### config.mk
export PLATFORM = sky130hd
export DESIGN_NAME = spi_word_shifter
export DESIGN_NICKNAME = d
export VERILOG_FILES = /design/src/rtl/spi_word_shifter.sv
export SDC_FILE = /design/constraint.sdc
export NUM_CORES = 1
export LEC_CHECK = 0
export ABC_AREA = 1
export BUFFER_PORTS_ARGS = -buffer_cell sky130_fd_sc_hd__buf_2
export CAP_MARGIN = 25
export CORE_UTILIZATION = 55
export CTS_CLUSTER_DIAMETER = 150
export DETAILED_ROUTE_END_ITERATION = 10
export PLACE_DENSITY = 0.76
export SYNTH_ARGS = -nofsm -noshare
export SYNTH_HDL_FRONTEND = slang
export SYNTH_SLANG_ARGS = --single-unit
### constraint.sdc
create_clock -name clk -period 2.9 [get_ports clk]
set_input_delay 0.435 -clock clk [delete_from_list [all_inputs] [get_ports clk]]
set_output_delay 0.435 -clock clk [all_outputs]
set_load 0.05 [all_outputs]
### src/rtl/spi_word_shifter.sv
module spi_word_shifter #(
  parameter int HALF_PERIOD = 2
) (
  input  logic        clk,
  input  logic        rst_n,
  input  logic        cmd_wr,
  input  logic [15:0] cmd_in,
  input  logic        start,
  input  logic [31:0] tx_word,
  output logic        busy,
  output logic        sclk,
  output logic        mosi,
  input  logic        miso,
  output logic [3:0]  cs_n,
  output logic        rx_valid,
  input  logic        rx_ready,
  output logic [31:0] rx_data
);
  localparam int CW = (HALF_PERIOD > 1) ? $clog2(HALF_PERIOD) : 1;
  localparam logic [15:0] REST_CMD = 16'h1000;

  logic [15:0]   cmd_q;
  logic          busy_q, act_q, mosi_q, rx_valid_q;
  logic [CW-1:0] div_q;
  logic [5:0]    edge_q;
  logic [31:0]   tx_sr, rx_sr, rx_data_q;

  wire [4:0] len_m1  = cmd_q[4:0];
  wire       idle_hi = (cmd_q[6:5] == 2'd1) || (cmd_q[6:5] == 2'd3);
  wire       cpha    = cmd_q[7];
  wire [3:0] cs_en   = cmd_q[11:8];
  wire       cs_sw   = cmd_q[12];
  wire       cs_val  = cmd_q[13];
  wire       tx_en   = cmd_q[14];
  wire       rx_en   = cmd_q[15];

  wire        tick      = busy_q && (div_q == CW'(HALF_PERIOD - 1));
  wire        last_edge = edge_q == {len_m1, 1'b1};
  wire        samp_edge = edge_q[0] == cpha;
  wire [31:0] aligned   = tx_en ? (tx_word << (5'd31 - len_m1)) : 32'd0;
  wire [31:0] rx_next   = {rx_sr[30:0], miso};

  always_ff @(posedge clk or negedge rst_n) begin
    if (!rst_n) begin
      cmd_q      <= REST_CMD;
      busy_q     <= 1'b0;
      act_q      <= 1'b0;
      mosi_q     <= 1'b0;
      div_q      <= '0;
      edge_q     <= '0;
      tx_sr      <= '0;
      rx_sr      <= '0;
      rx_valid_q <= 1'b0;
      rx_data_q  <= '0;
    end else begin
      if (cmd_wr && !busy_q) cmd_q <= cmd_in;
      if (rx_ready) rx_valid_q <= 1'b0;
      if (start && !busy_q) begin
        busy_q <= 1'b1;
        act_q  <= 1'b0;
        div_q  <= '0;
        edge_q <= '0;
        rx_sr  <= '0;
        if (cpha) begin
          tx_sr  <= aligned;
          mosi_q <= 1'b0;
        end else begin
          tx_sr  <= aligned << 1;
          mosi_q <= aligned[31];
        end
      end else if (busy_q) begin
        if (tick) begin
          div_q  <= '0;
          edge_q <= edge_q + 6'd1;
          act_q  <= ~act_q;
          if (samp_edge) rx_sr <= rx_next;
          else begin
            mosi_q <= tx_sr[31];
            tx_sr  <= tx_sr << 1;
          end
          if (last_edge) begin
            busy_q <= 1'b0;
            if (rx_en) begin
              rx_valid_q <= 1'b1;
              rx_data_q  <= cpha ? rx_next : rx_sr;
            end
          end
        end else begin
          div_q <= div_q + CW'(1);
        end
      end
    end
  end

  assign busy     = busy_q;
  assign sclk     = idle_hi ^ act_q;
  assign mosi     = mosi_q;
  assign rx_valid = rx_valid_q;
  assign rx_data  = rx_data_q;
  assign cs_n     = ~(cs_sw ? (cs_en & {4{cs_val}}) : (busy_q ? cs_en : 4'h0));
endmodule

## After elaboration in Yosys (flattened, before gate mapping)

Cells that the tools add are included.

| cells by class | value |
|---|---|
| order comparisons | 0 |
| $add $sub $neg | 3 |
| shift operators | 1 |
| bitwise gates (word level) | 5 |
| eq/ne operators | 5 |
| reductions and logical operators | 12 |
| div/mod/pow operators | 0 |
| multiplexer cells | 37 |
| $mul | 0 |

Operator list:

| cell | count |
|---|---|
| two-way mux 32 bit | 11 |
| left shift 32 x 5 -> 32 bit | 1 |
| two-way mux 1 bit | 21 |
| two-way mux 6 bit | 3 |
| two-way mux 4 bit | 2 |
| adder 6 x 1 -> 6 bit (second input constant) | 1 |
| == test 6 bit | 1 |
| AND reduction 3 bit | 2 |
| nonzero test 2 bit | 3 |
| AND reduction 5 bit | 1 |
| subtractor 5 bit (first input constant) | 1 |
| AND 4 bit | 1 |
| inverter 4 bit | 1 |
| logical AND 1 bit | 3 |
| == test 2 x 1 -> 1 bit (second input constant) | 1 |
| == test 2 bit (second input constant) | 1 |
| != test 2 x 1 -> 1 bit (second input constant) | 1 |
| inverter 1 bit | 2 |
| AND reduction 2 bit | 1 |
| adder 1 bit (second input constant) | 1 |
| == test 1 bit | 1 |
| zero test 1 bit | 1 |
| logical OR 1 bit | 1 |
| XOR 1 bit | 1 |

| word-level totals | value |
|---|---|
| word-level logic and storage cells | 73 |
| register bits after elaboration | 123 |
| output and inout bits | 40 |
| input port bits | 54 |
| bits in writable memories | 0 |
| latch bits | 0 |
| memories kept | 0 |
| memory bits (read-only) | 0 |

## Depth between registers and ports, before layout

| logic depth | value |
|---|---|
| depth in word-level cells | 6 |
| depth in mapped cells | 13 |
| mapped depth without buffers | 11 |

## Worst setup path before layout

OpenSTA, ideal clock, no wires.

| timing | value |
|---|---|
| path type | reg2out |
| from | register busy_q, in the netlist busy |
| to | output cs_n[0] |
| buffers on the path | 0 |
| arrival time | 1.484 ns |
| path slack | 0.981 ns |
| required time | 2.465 ns |
| cell stages (with the launch flop) | 4 |
| path through | dfrtp_1 > inv_1 > o21ai_0 > nand2_1 |

| between the ends | value |
|---|---|
| word-level cells in the longest chain between the ends | 3 |

RTL lines:

| what | line | text |
|---|---|---|
| start: declaration | 23 | `logic busy_q, act_q, mosi_q, rx_valid_q;` |
| start signal: assignment | 46 | `busy_q <= 1'b0;` |
| start signal: assignment | 59 | `busy_q <= 1'b1;` |
| start signal: assignment | 82 | `busy_q <= 1'b0;` |
| two-way mux 4 bit (2 in series) | 100 | `assign cs_n = ~(cs_sw ? (cs_en & {4{cs_val}}) : (busy_q ? cs_en : 4'h0));` |
| inverter 4 bit | 100 |  |
| end: declaration | 14 | `output logic [3:0] cs_n,` |

Every way passes these cells.

## Worst setup path after layout

| timing | value |
|---|---|
| from | register busy_q, in the netlist busy |
| to | register tx_sr[16] |

| between the ends | value |
|---|---|
| word-level cells in the longest chain between the ends | 4 |
| elaborated cells on any way between the ends | 8 |
| classes of those cells | eq/ne (1); mux (1); reduce/logical (6) |

RTL lines:

| what | line | text |
|---|---|---|
| zero test 1 bit | 58 | `if (start && !busy_q) begin` |
| logical AND 1 bit | 58 |  |
| != test 2 x 1 -> 1 bit (no source line) or nonzero test 2 bit (tied branches) | n/a |  |
| AND reduction 3 bit (no source line) | n/a |  |
| end signal: assignment | 65 | `tx_sr <= aligned;` |
| end signal: assignment | 68 | `tx_sr <= aligned << 1;` |
| end signal: assignment | 79 | `tx_sr <= tx_sr << 1;` |
| end: declaration | 26 | `logic [31:0] tx_sr, rx_sr, rx_data_q;` |

Several ways; a longest one is shown, not always the timed one.
A chain may end at the register's enable or synchronous reset.

==> flow_summary.json <==
{
  "status": "finished, final reports clean",
  "ys_top_cells_by_count": "nand3_1 (239), nand2_1 (233), dfrtp_1 (121), inv_1 (65), o21ai_0 (53)",
  "critPathLaunchType": "flip-flop",
  "path_max_fanout": 33,
  "async_flop_share_pct": 100,
  "cts_resized": 0,
  "synth_warnings": 0,
  "grt_max_degree": 65,
  "cellPowerDensity_mw_per_mm2": 1230,
  "via_count": 7129,
  "synthCells": 991,
  "drt_wl_total_mm": 18.1,
  "required_ns": 3.21,
  "hold_violations": 0,
  "top_usage_layer": "met1",
  "fin_nets": 1104,
  "rows": 41,
  "synth_top_area_cell": "dfrtp_1",
  "syn-cell-area_mm2": 0.00736,
  "clockRootBuffer": "clkbuf_16",
  "fillers": 1132,
  "path_clk_slew_ns": 0.06,
  "cts.sinks": 122,
  "gp_congestion": 0.953,
  "switching_share_pct": 49.2,
  "use_met3_pct": 5.23,
  "critical_path_class": "reg2reg",
  "core_mm2": 0.0128,
  "cts_tree": "built",
  "area_growth_syn_to_layout_pct": 14.6,
  "die_x_um": 118,
  "avgSynthCellArea_um2": 7.42,
  "seq_area_mm2": 0.00305,
  "overflow": 0,
  "synth_seq_area_share_pct": 41.5,
  "peakVddDrop_mv": 0.798,
  "fin_crit_sh_pct": 76.6,
  "arrival_ns": 2.53,
  "drt_iter0_drc": 890,
  "tns_ns": 0,
  "min-delay-path-class": "in2async",
  "finalMaxSlewViolations": 0,
  "power_frac_clock_pct": 21.1,
  "synth_top_area_share_pct": 41.2,
  "syn_nets": 1046,
  "fin_area_mm2": 0.00843,
  "rsz0062_at_grt": "no",
  "cts_buffers": 17,
  "antenna_found_initial": 1,
  "synth_area_leaders": "dfrtp_1 (41%), nand3_1 (16%), nand2_1 (12%), o21ai_2 (3.8%), o21ai_0 (3.6%)",
  "clockBufferDepth": 2,
  "use_met1_pct": 40.8,
  "wl_per_cell_um": 14.7,
  "combPwrFrac_pct": 53.3,
  "synthFlopType": "dfrtp_1",
  "cts_max_level": 4,
  "die_h_um": 118,
  "placed_cell_area_mm2": 0.00781,
  "cts_setup_buffers": 0,
  "internal_power_w": 0.00526,
  "drc": 0,
  "start_util_pct": 57.4,
  "detail-route-antenna-nets": 0,
  "viasPerCell": 5.77,
  "multi_input_area_mm2": 0.00367,
  "min_period_ns": 2.22,
  "seqPwrFrac_pct": 25.6,
  "grt_usage_pct": 27.2,
  "hpwl_mm": 12.1,
  "max_freq_ghz": 0.450,
  "power_switching_w": 0.00509,
  "worst_pin_slew_ns": 0.789,
  "die_area_mm2": 0.0138,
  "p_leak_nw": 3.92,
  "first_pass_iters": 7,
  "grt_pass1_vias": 6454,
  "numPortBuffers": 92,
  "holdBufCountCts": 0,
  "cap_violations": 0,
  "synth_cell_type_count": 38,
  "skew_ns": 0.00980,
  "relSlewSlack_pct": 47.3,
  "post-synth-top-count-cell": "nand3_1",
  "final-setup-viol-count": 0,
  "clock_latency_ns": 0.42,
  "endpoint_kind": "flip-flop",
  "grt_pass1_wl_mm": 30.6,
  "globalRouteMet2Util_pct": 39.5,
  "ys_seq_elements": 122,
  "ios": 94,
  "synth_edf_count": 0,
  "drive_gt1_share_pct": 18.7
}
[layout make-up]
| type | instances | area share (%) |
|---|---|---|
| clock buffer | 20 | 5.30 |
| tap | 172 | 2.55 |
| clock inverter | 12 | 1.95 |
| sequential | 122 | 36.2 |
| inverter | 71 | 3.16 |
| multi-input combinational | 727 | 43.5 |
| antenna | 1 | 0.0297 |
| timing repair buffer | 110 | 7.25 |
[worst paths after layout]
| kind | start | to | cells after the start | slack (ns) |
|---|---|---|---|---|
| min reg2reg | rx_data[15] | rx_data[15] | 2 | 0.47 |
| max reg2reg | busy | tx_sr[16] | 8 | 0.68 |
| max in group asynchronous | rst_n | rx_data[8] | 2 | 2.10 |
| min | rst_n | rx_data[26] | 1 | 0.03 |
| min in group clk | rx_ready | rx_valid | 2 | 0.19 |
| max | busy | tx_sr[16] | 8 | 0.68 |
[logic make-up (layout without fill, tap and decap cells)]
kind of cell    count (synthesis)  count (layout)  share of synthesized area, %
mux                             9               9                          1.38
compound gates                167             167                          13.7
buf+inv                       142             213                          8.66
simple gates                  544             544                          33.8
other cells                     0               1                             0
fa+ha+maj                       1               1                         0.170
xor+xnor                        6               6                         0.816
flops                         122             122                          41.5
[layout by cell type (no fill, tap or decap), types with 2 or more instances in the layout]
| cell type | n |
|---|---|
| a21oi_1 | 44 |
| clkinvlp_4 | 4 |
| dfrtp_1 | 121 |
| buf_4 | 18 |
| o21ai_0 | 53 |
| nand2_1 | 233 |
| clkbuf_1 | 2 |
| o21ai_2 | 32 |
| xor2_1 | 4 |
| a31oi_1 | 4 |
| nor4_1 | 2 |
| nor2_1 | 30 |
| o22ai_1 | 19 |
| o21ai_1 | 7 |
| o31ai_1 | 6 |
| nand3_1 | 239 |
| or2_1 | 4 |
| mux2_2 | 9 |
| inv_2 | 6 |
| inv_1 | 65 |
| or2_2 | 3 |
| buf_2 | 91 |
| inv_6 | 4 |
| clkbuf_16 | 17 |
| nand4_1 | 17 |
| or2_0 | 8 |
| bufinv_16 | 3 |
[metrics by stage]
stage / instances / power [W] / hold slack (ns) / util (%) / worst slack (ns)
floorplan: 991 / 0.00692 / 0.139 / - / 0.981
global placement: 1202 / 0.00800 / 0.461 / 60.9 / 0.649
detailed placement: 1202 / 0.00807 / 0.464 / 60.9 / 0.597
CTS: 1234 / 0.0103 / 0.0495 / 65.7 / 0.671
global route: 1235 / 0.0111 / 0.0773 / 65.7 / 0.532
finish: 1235 / 0.0103 / 0.0298 / 65.7 / 0.679
[worst max-delay path: stages, from the launching register on]
cell,delay (ns)
dfrtp_1,0.45
nor2_4,0.30
inv_2,0.27
nand2_1,0.24
nand2_2,0.09
inv_2,0.37
o21ai_0,0.18
nor2_1,0.13
a21oi_1,0.07
[state kept, by name, summed over array words and instances, names as in the netlist]
register / count
rx_data: 32
act_q: 1
cmd_q: 15
mosi: 1
tx_sr: 32
busy: 1
div_q: 1
rx_valid: 1
edge_q: 6
rx_sr: 32
[layer usage]
metal | vias to the layer above | wire length (um)
li1 | 3472 | -
met1 | 3340 | 8550
met2 | 297 | 7980
met3 | 20 | 1390
met4 | 0 | 216
met5 | - | 0
[power by group through the flow]
stage	Clock [W]	Combinational [W]	Sequential (W)
after global placement	0	0.00535	0.00264
after CTS	0.00220	0.00546	0.00265
final	0.00218	0.00551	0.00265
after floorplan	0	0.00383	0.00309
after detailed placement	0	0.00541	0.00266
after global routing	0.00228	0.00611	0.00272
No activity file was read; power rests on OpenSTA's default activity.
